`config.mk`:
```
export PLATFORM = sky130hd
export DESIGN_NAME = cfg_readback
export DESIGN_NICKNAME = d
export VERILOG_FILES = /design/src/rtl/cfgrb_pkg.sv /design/src/rtl/cfgrb_datapath.sv /design/src/rtl/cfgrb_control.sv /design/src/rtl/cfg_readback.sv
export SDC_FILE = /design/constraint.sdc
export NUM_CORES = 1
export LEC_CHECK = 0
export BUFFER_PORTS_ARGS = -buffer_cell sky130_fd_sc_hd__buf_2
export CELL_PAD_IN_SITES_DETAIL_PLACEMENT = 1
export CELL_PAD_IN_SITES_GLOBAL_PLACEMENT = 1
export CORE_MARGIN = 3
export CORE_UTILIZATION = 45
export CTS_CLUSTER_SIZE = 14
export DETAILED_ROUTE_END_ITERATION = 8
export GPL_TIMING_DRIVEN = 0
export PLACE_DENSITY = 0.84
export SETUP_SLACK_MARGIN = 0.05
export SYNTH_ARGS = -nofsm -noshare
export SYNTH_HDL_FRONTEND = slang
export SYNTH_HIERARCHICAL = 1
export SYNTH_SLANG_ARGS = --single-unit
```
`constraint.sdc`:
```
create_clock -name clk -period 5.65 [get_ports clk]
set_input_delay 0 -clock clk [delete_from_list [all_inputs] [get_ports clk]]
set_output_delay 0 -clock clk [all_outputs]
set_load 0.05 [all_outputs]
```
`src/rtl/cfgrb_pkg.sv`:
```
package cfgrb_pkg;

  typedef enum logic [3:0] {
    S_IDLE,
    S_SETUP,
    S_LOW,
    S_HIGH,
    S_WAIT,
    S_DESEL,
    S_TLOW,
    S_THIGH,
    S_FIN
  } seqState_t;

  // strobes from control to datapath
  typedef struct packed {
    logic ldTarget;
    logic clrTimer;
    logic capture;
  } dpStrobe_t;

endpackage

```
`src/rtl/cfgrb_datapath.sv`:
```
module cfgrb_datapath
  import cfgrb_pkg::*;
#(
  parameter int DATA_W    = 8,
  parameter int CNT_W     = 16,
  parameter int PHASE_CYC = 4
) (
  input  logic              clk,
  input  logic              rstN,
  input  dpStrobe_t         stb,
  input  logic [CNT_W-1:0]  startCount,
  input  logic [DATA_W-1:0] readData,
  input  logic              outReady,
  output logic              timerDone,
  output logic              countHit,
  output logic              outValid,
  output logic [DATA_W-1:0] outData
);

  localparam int TMR_W = (PHASE_CYC > 1) ? $clog2(PHASE_CYC) : 1;
  localparam logic [TMR_W-1:0] TMR_LAST = TMR_W'(PHASE_CYC - 1);

  logic [TMR_W-1:0] phaseTmr;
  logic [CNT_W-1:0] target;
  logic [CNT_W-1:0] byteCnt;

  assign timerDone = (phaseTmr == TMR_LAST);
  assign countHit  = (byteCnt == target);

  // phase timer: cleared on every state change, saturates at the last cycle
  always_ff @(posedge clk) begin
    if (!rstN || stb.clrTimer) begin
      phaseTmr <= '0;
    end else if (!timerDone) begin
      phaseTmr <= phaseTmr + 1'b1;
    end
  end

  always_ff @(posedge clk) begin
    if (!rstN) begin
      target  <= '0;
      byteCnt <= '0;
    end else if (stb.ldTarget) begin
      target  <= startCount;
      byteCnt <= '0;
    end else if (stb.capture) begin
      byteCnt <= byteCnt + 1'b1;
    end
  end

  // single-entry output register
  always_ff @(posedge clk) begin
    if (!rstN) begin
      outValid <= 1'b0;
      outData  <= '0;
    end else if (stb.capture) begin
      outValid <= 1'b1;
      outData  <= readData;
    end else if (outValid && outReady) begin
      outValid <= 1'b0;
    end
  end

  p_hold_data_r6 : assert property (@(posedge clk) disable iff (!rstN)
    (outValid && !outReady) |=> (outValid && $stable(outData)));

  p_count_bound_r5 : assert property (@(posedge clk) disable iff (!rstN)
    byteCnt <= target);

endmodule

```
`src/rtl/cfgrb_control.sv`:
```
module cfgrb_control
  import cfgrb_pkg::*;
(
  input  logic      clk,
  input  logic      rstN,
  input  logic      start,
  input  logic      timerDone,
  input  logic      countHit,
  input  logic      outValid,
  input  logic      outReady,
  output dpStrobe_t stb,
  output logic      selN,
  output logic      cfgClk,
  output logic      busy,
  output logic      done
);

  seqState_t state, nextState;

  always_ff @(posedge clk) begin
    if (!rstN) state <= S_IDLE;
    else       state <= nextState;
  end

  always_comb begin
    nextState    = state;
    stb.ldTarget = 1'b0;
    stb.capture  = 1'b0;
    unique case (state)
      S_IDLE:  if (start) begin
                 stb.ldTarget = 1'b1;
                 nextState    = S_SETUP;
               end
      S_SETUP: if (timerDone) nextState = countHit ? S_DESEL : S_LOW;
      S_LOW:   if (timerDone) nextState = S_HIGH;
      S_HIGH:  if (timerDone) begin
                 stb.capture = 1'b1;
                 nextState   = S_WAIT;
               end
      S_WAIT:  if (outValid && outReady) nextState = countHit ? S_DESEL : S_LOW;
      S_DESEL: if (timerDone) nextState = S_TLOW;
      S_TLOW:  if (timerDone) nextState = S_THIGH;
      S_THIGH: if (timerDone) nextState = S_FIN;
      S_FIN:   nextState = S_IDLE;
      default: nextState = S_IDLE;
    endcase
    stb.clrTimer = (nextState != state);
  end

  assign selN   = (state == S_IDLE) || (state == S_DESEL) || (state == S_TLOW) ||
                  (state == S_THIGH) || (state == S_FIN);
  assign cfgClk = !((state == S_LOW) || (state == S_TLOW));
  assign busy   = (state != S_IDLE);
  assign done   = (state == S_FIN);

  p_stall_clk_r6 : assert property (@(posedge clk) disable iff (!rstN)
    (outValid && !outReady) |=> $stable(cfgClk));

  p_desel_clk_high_r7 : assert property (@(posedge clk) disable iff (!rstN)
    $rose(selN) |-> cfgClk);

  p_done_pulse_r8 : assert property (@(posedge clk) disable iff (!rstN)
    done |=> (!done && !busy));

  p_no_capture_idle_r1 : assert property (@(posedge clk) disable iff (!rstN)
    !busy |-> !stb.capture);

endmodule

```
`src/rtl/cfg_readback.sv`:
```
module cfg_readback
  import cfgrb_pkg::*;
#(
  parameter int DATA_W    = 8,
  parameter int CNT_W     = 16,
  parameter int PHASE_CYC = 4
) (
  input  logic              clk,
  input  logic              rstN,
  input  logic              start,
  input  logic [CNT_W-1:0]  byteCount,
  input  logic [DATA_W-1:0] readData,
  input  logic              outReady,
  output logic              selN,
  output logic              cfgClk,
  output logic              wrN,
  output logic              dataOe,
  output logic              outValid,
  output logic [DATA_W-1:0] outData,
  output logic              busy,
  output logic              done
);

  dpStrobe_t stb;
  logic      timerDone;
  logic      countHit;

  assign wrN    = 1'b1;
  assign dataOe = 1'b0;

  cfgrb_control ctrl_i (
    .clk       (clk),
    .rstN      (rstN),
    .start     (start),
    .timerDone (timerDone),
    .countHit  (countHit),
    .outValid  (outValid),
    .outReady  (outReady),
    .stb       (stb),
    .selN      (selN),
    .cfgClk    (cfgClk),
    .busy      (busy),
    .done      (done)
  );

  cfgrb_datapath #(
    .DATA_W    (DATA_W),
    .CNT_W     (CNT_W),
    .PHASE_CYC (PHASE_CYC)
  ) dp_i (
    .clk        (clk),
    .rstN       (rstN),
    .stb        (stb),
    .startCount (byteCount),
    .readData   (readData),
    .outReady   (outReady),
    .timerDone  (timerDone),
    .countHit   (countHit),
    .outValid   (outValid),
    .outData    (outData)
  );

endmodule

```
Word level (Yosys, flattened, before mapping)
Cells that the tools add are included.
- register bits after elaboration: 47
- bits in latches: 0
- memory bits (writable): 0
- bits in read-only memories: 0
- bits of input ports: 28
- output and inout bits: 15
- memories: 0
- add/subtract/negate cells: 2
- multipliers: 0
- div/mod/pow operators: 0
- $lt $le $gt $ge: 0
- equal/unequal tests: 11
- shift operators: 0
- muxes and demuxes: 16
- bitwise operators: 1
- reductions and logical operators: 13
- operators by type and width (cell ; number):
    $mux W4 ; 8
    $pmux W4 S8 ; 1
    $add A16 B1 Y16 const B ; 1
    $eq A16 B16 Y1 ; 1
    $eq A4 B3 Y1 const B ; 4
    $eq A4 B2 Y1 const B ; 2
    $logic_or A1 B1 Y1 ; 6
    $mux W1 ; 6
    $eq A4 B1 Y1 const B ; 1
    $eq A4 B4 Y1 const B ; 1
    $logic_not A4 Y1 ; 1
    $ne A4 B4 Y1 ; 1
    $reduce_bool A4 Y1 ; 1
    $mux W3 ; 1
    $add A2 B1 Y2 const B ; 1
    $eq A2 B2 Y1 const B ; 1
    $logic_not A1 Y1 ; 2
    $reduce_bool A2 Y1 ; 1
    $reduce_or A2 Y1 ; 1
    $logic_and A1 B1 Y1 ; 1
    $not A1 Y1 ; 1

Depth between registers and ports, before layout
- depth after elaboration: 6
- mapped depth: 9
- gate-level depth less buffers: 6

Hierarchy
The synthesis kept the hierarchy.
- by module, submodules not included (module ; instances ; cells each ; area an instance (um2)):
    cfgrb_datapath ; 1 ; 198 ; 1969.4
    cfgrb_control ; 1 ; 46 ; 359.1
    cfg_readback ; 1 ; 4 ; 22.5

Worst setup path after synthesis
OpenSTA, ideal clock, no wires.
- kind: flip-flop to output port
- start: register ctrl_i.state[3]
- end: output done
- data arrival time: 2.007 ns
- required time: 5.650 ns
- slack: 3.643 ns
- stages on the path, launching flop included: 3
- buffers on the path: 0
- cell sequence: dfxtp_1 inv_1 nor4_1
- longest elaborated chain between the ends: 1
- RTL lines (item ; line ; source):
    start, declared ; cfgrb_control.sv:18 ; seqState_t state, nextState;
    start signal, assigned ; cfgrb_control.sv:22 ; else state <= nextState;
    $eq A4 B4 Y1 ; cfgrb_control.sv:54 ; assign done = (state == S_FIN);
    end, declared ; cfg_readback.sv:21 ; output logic done
Every way passes these cells.

Final worst setup path
- start: register dp_i.byteCnt[0]
- end: register ctrl_i.state[0]
- longest elaborated chain between the ends: 4
- elaborated cells between the ends (all ways): 5
- classes of those cells: eq/ne: 1; mux: 4
- RTL lines (item ; line ; source):
    start, declared ; cfgrb_datapath.sv:25 ; logic [CNT_W-1:0] byteCnt;
    start signal, assigned ; cfgrb_datapath.sv:47 ; byteCnt <= byteCnt + 1'b1;
    $eq A16 B16 Y1 * ; cfgrb_datapath.sv:28 ; assign countHit = (byteCnt == target);
    named net countHit ; cfg_readback.sv:26 ; logic countHit;
    $mux W3 * ; cfgrb_control.sv:34, cfgrb_control.sv:40 ;
    $mux W4, on equally long branches ; cfgrb_control.sv:40, cfgrb_control.sv:34 ;
    $pmux W4 S8 * ; cfgrb_control.sv:29 ; unique case (state)
The timed path passes the listed nets; every way through them passes the cells marked *.
A chain may end at the register's enable or synchronous reset.

==> summary.txt <==
Clock network
  • Clk sinks: 47
  • Cell chosen for the clock root: sky130_fd_sc_hd__clkbuf_8
  • # H-tree levels: 2
  • CTS tree: yes
  • # Post-CTS Setup Buffers: 0
  • Clock input transition at the sequential cells of the worst setup and hold paths: 100 ps
  • Worst skew pair latency: 300 ps
  • CTS Buffer Depth: 2
  • Number of buffers added by the clock tree synthesis step: 5

Floorplan
  • Total die area: 6130 sq um
  • Row Count: 25
  • Area of the placeable core: 4880 sq um
  • Die Span Y: 78.3 microns
  • Die boundary width: 78.3 microns
  • Starting density of the core: 48.2%
  • Ports placed on the boundary: 43

Placement
  • Number of buffer cells added on primary ports: 40
  • GP Congestion: 0.800
  • Placed wire-length estimate: 4180 microns
  • Worst setup timing slack at the placement stage: 3390 ps

Timing
  • Setup TNS: 0 ps
  • Final worst clock skew: 6.62 ps
  • Pins Over Slew Limit: 0
  • Finish-stage setup viols: 0
  • Tightest slew margin relative to the limit: 41.1%
  • Final Hold Viols: 0
  • Transition time at the pin with the least slew margin: 876 ps
  • RSZ-0062 raised after global routing: false
  • Maximum clock rate: 424 MHz
  • Worst Slack Setup Final: 3290 ps
  • Period minus WS final: 2360 ps
  • Crit share post-route: 41.8%

Power
  • Power Density: 235 nW/um^2
  • Leakage component of the power: 1.14 nW
  • Worst VDD drop: 144 uV
  • Overall power after layout: 0.699 mW

Setup path
  • CP Capture Type: flip-flop
  • Arrival time of the worst setup path: 2590 ps
  • Worst Path Class, Setup: reg2reg
  • Data required time at the worst endpoint: 5880 ps
  • Setup slack of the most critical reg-to-reg path: 3290 ps
  • Sequence of cells on the critical path: xnor2_1 -> nand4_1 -> nor4_1 -> nor2b_1 -> o221ai_1 -> a41oi_2
  • Endpoint of the lowest-slack register-to-register path: ctrl_i/state[0]
  • Number of cell instances on the worst register-to-register path: 6
  • Standard cell with the maximum stage delay on the critical path: sky130_fd_sc_hd__nor4_1
  • Startpoint type of the worst setup path: flip-flop
  • R2r startpoint: dp_i/byteCnt[0]
  • Worst stage delay on the critical path: 790 ps
  • Largest fanout on the critical path: 6

Detailed routing
  • DRC: 0
  • Via count: 2094
  • Initial detailed-routing violation count: 92
  • Total length of routed wires: 6650 microns
  • Remaining number of nets flagged by the antenna check after routing: 0
  • Avg Vias per Cell: 5.42
  • Average wire length per cell after detail routing: 17.2 microns
  • Detailed Routing Iterations Pass 1: 4

Cells and area
  • Final antenna diode count: 0
  • Number of fill cells: 599
  • Fraction of layout instances using a drive strength above 1: 20.7%
  • Final Net Count: 348
  • Area added between synthesis and finish: 26.7%

Synthesis
  • Post-synthesis area per instance: 9.48 sq um
  • Instance count of the mapped netlist: 248
  • Proportion of synthesized chip area in sequential cells: 40.0%
  • Synthesized netlist net count: 278
  • Most used flip-flop cell after synthesis: sky130_fd_sc_hd__dfxtp_1
  • Async set-or-reset flop fraction in the synthesized netlist: 0%
  • Mapped Area: 2350 sq um
  • Largest cells by area after synthesis: sky130_fd_sc_hd__dfxtp_1 (40%), sky130_fd_sc_hd__mux2i_1 (13%), sky130_fd_sc_hd__nor2b_1 (7.5%)
  • Count of yosys warnings during synthesis: 6
  • Number of flops mapped to enable cells by yosys: 0
  • Leading area contributor after synthesis: sky130_fd_sc_hd__dfxtp_1
  • Synthesized flop and latch total: 47
  • Unique cell type count in the Yosys netlist: 42
  • Area fraction of the dominant cell type after synthesis: 40.0%

Worst hold path
  • Source of the worst hold timing path: byteCount[2]
  • Cells on Worst Hold Path: 3
  • Hold WC Path Type: in2reg
  • Hold Path End: dp_i/target[2]

GRT
  • Total grt overflow: 0
  • GRT Total Usage: 23.1%
  • Wire length of the first global-routing pass: 11200 microns
  • Initial antenna violation count: 0
  • Maximum number of pins on one net before global-route repair: 16
  • Via count of the first global-routing pass: 2375

Job
  • Number of max-cap violations: 0

Outcome
  • Outcome: complete, no violations
## where the power goes
part           internal (mW)  switching (mW)
combinational         0.0467          0.0487
sequential             0.341         0.00846
clock                  0.132           0.122
## critical path: cells and delay by family (launching register included)
family | cells | cell delay (ps)
xor+xnor | 1 | 190
flops | 1 | 500
compound gates | 2 | 360
simple gates | 3 | 1230
## worst max path at each step
stage                                from              end  slack (ps)  depth (start not counted)
final                     dp_i/byteCnt[0]  ctrl_i/state[0]        3290                          6
after global routing      dp_i/byteCnt[0]  ctrl_i/state[0]        3130                          6
after CTS                 dp_i/byteCnt[0]  ctrl_i/state[0]        3340                          6
after detailed placement  dp_i/byteCnt[0]  ctrl_i/state[0]        3390                          6
after global placement    dp_i/byteCnt[0]  ctrl_i/state[0]        3360                          6
after floorplan           ctrl_i/state[3]             done        3640                          2
## layout by cell type (no fill, tap or decap), types with 2 or more instances in the layout
| cell type | count |
|---|---|
| sky130_fd_sc_hd__conb_1 | 2 |
| sky130_fd_sc_hd__a21oi_1 | 7 |
| sky130_fd_sc_hd__xor2_1 | 3 |
| sky130_fd_sc_hd__nand4_1 | 9 |
| sky130_fd_sc_hd__and2_1 | 2 |
| sky130_fd_sc_hd__nand4_2 | 2 |
| sky130_fd_sc_hd__mux2i_1 | 31 |
| sky130_fd_sc_hd__xnor2_1 | 18 |
| sky130_fd_sc_hd__clkbuf_8 | 5 |
| sky130_fd_sc_hd__o21ai_0 | 2 |
| sky130_fd_sc_hd__dfxtp_1 | 47 |
| sky130_fd_sc_hd__nor2b_1 | 28 |
| sky130_fd_sc_hd__nand3_1 | 5 |
| sky130_fd_sc_hd__buf_2 | 46 |
| sky130_fd_sc_hd__or4_1 | 4 |
| sky130_fd_sc_hd__or3_1 | 4 |
| sky130_fd_sc_hd__buf_4 | 3 |
| sky130_fd_sc_hd__nor2_1 | 9 |
| sky130_fd_sc_hd__clkbuf_1 | 4 |
| sky130_fd_sc_hd__ha_1 | 2 |
| sky130_fd_sc_hd__o31ai_1 | 5 |
| sky130_fd_sc_hd__nand2b_1 | 7 |
| sky130_fd_sc_hd__and3_1 | 2 |
| sky130_fd_sc_hd__a31oi_1 | 2 |
| sky130_fd_sc_hd__nand2_1 | 13 |
| sky130_fd_sc_hd__dlygate4sd3_1 | 23 |
| sky130_fd_sc_hd__inv_1 | 5 |
| sky130_fd_sc_hd__nor4_1 | 8 |
| sky130_fd_sc_hd__buf_6 | 2 |
| sky130_fd_sc_hd__o21a_1 | 2 |
## cell type report
class / instances / area, sq um / area share [%]
repair buffers: 63 / 430 / 14.5
clock buffers: 5 / 68.8 / 2.31
clock inverters: 3 / 43.8 / 1.47
plain buffers: 15 / 90.1 / 3.03
flip-flops and latches: 47 / 941 / 31.6
inverters: 6 / 22.5 / 0.756
well taps: 67 / 83.8 / 2.82
multi-input cells: 180 / 1300 / 43.6
## synth_stat cells, drive strengths merged (2+ instances only)
master  count
dfxtp      47
mux2i      31
nor2b      28
xnor2      18
nand2      13
buf        11
nand4      11
nor2        9
nor4        8
a21oi       7
nand2b      7
inv         6
nand3       6
o31ai       5
clkbuf      4
or3         4
or4         4
o21ai       3
xor2        3
a31oi       2
and2        2
and3        2
conb        2
ha          2
o21a        2
## stage by stage
stage          hold slack (ps)  cells  util (%)  instance area, sq um
2_1_floorplan              128    248         -                  2350
3_3_place_gp               255    355      54.0                  2640
3_5_place_dp               268    355      54.0                  2640
4_1_cts                   13.8    386      61.0                  2980
5_1_grt                   31.5    386      61.0                  2980
6_report                  14.4    386      61.0                  2980
## metal layers
layer / global-route usage (%) / vias to the layer above / part of all wire (%)
met5: 0 / - / 0
met4: 8.57 / 0 / 2.6
met3: 5.28 / 16 / 4.0
met2: 42.8 / 54 / 51
met1: 25.4 / 1015 / 42
li1: - / 1009 / -
## cells by family after synthesis
| group | Yosys count | synth area share (%) |
|---|---|---|
| xor+xnor | 21 | 7.82 |
| simple gates | 101 | 26.1 |
| fa+ha+maj | 2 | 1.06 |
| mux | 31 | 13.2 |
| flops | 47 | 40.0 |
| buf+inv | 21 | 4.79 |
| compound gates | 23 | 6.65 |
| other cells | 2 | 0.319 |
## state kept, by name, summed over array words and instances (netlist names)
register	count
dp_i/byteCnt	16
dp_i/target	16
dp_i/outData	8
ctrl_i/state	4
dp_i/phaseTmr	2
dp_i/outValid	1
## timing repair
action,in CTS,in global routing
gates resized for setup,0,0
hold endpoints to repair,23,0
hold buffers,23,0
No activity file was read; power rests on OpenSTA's default activity.
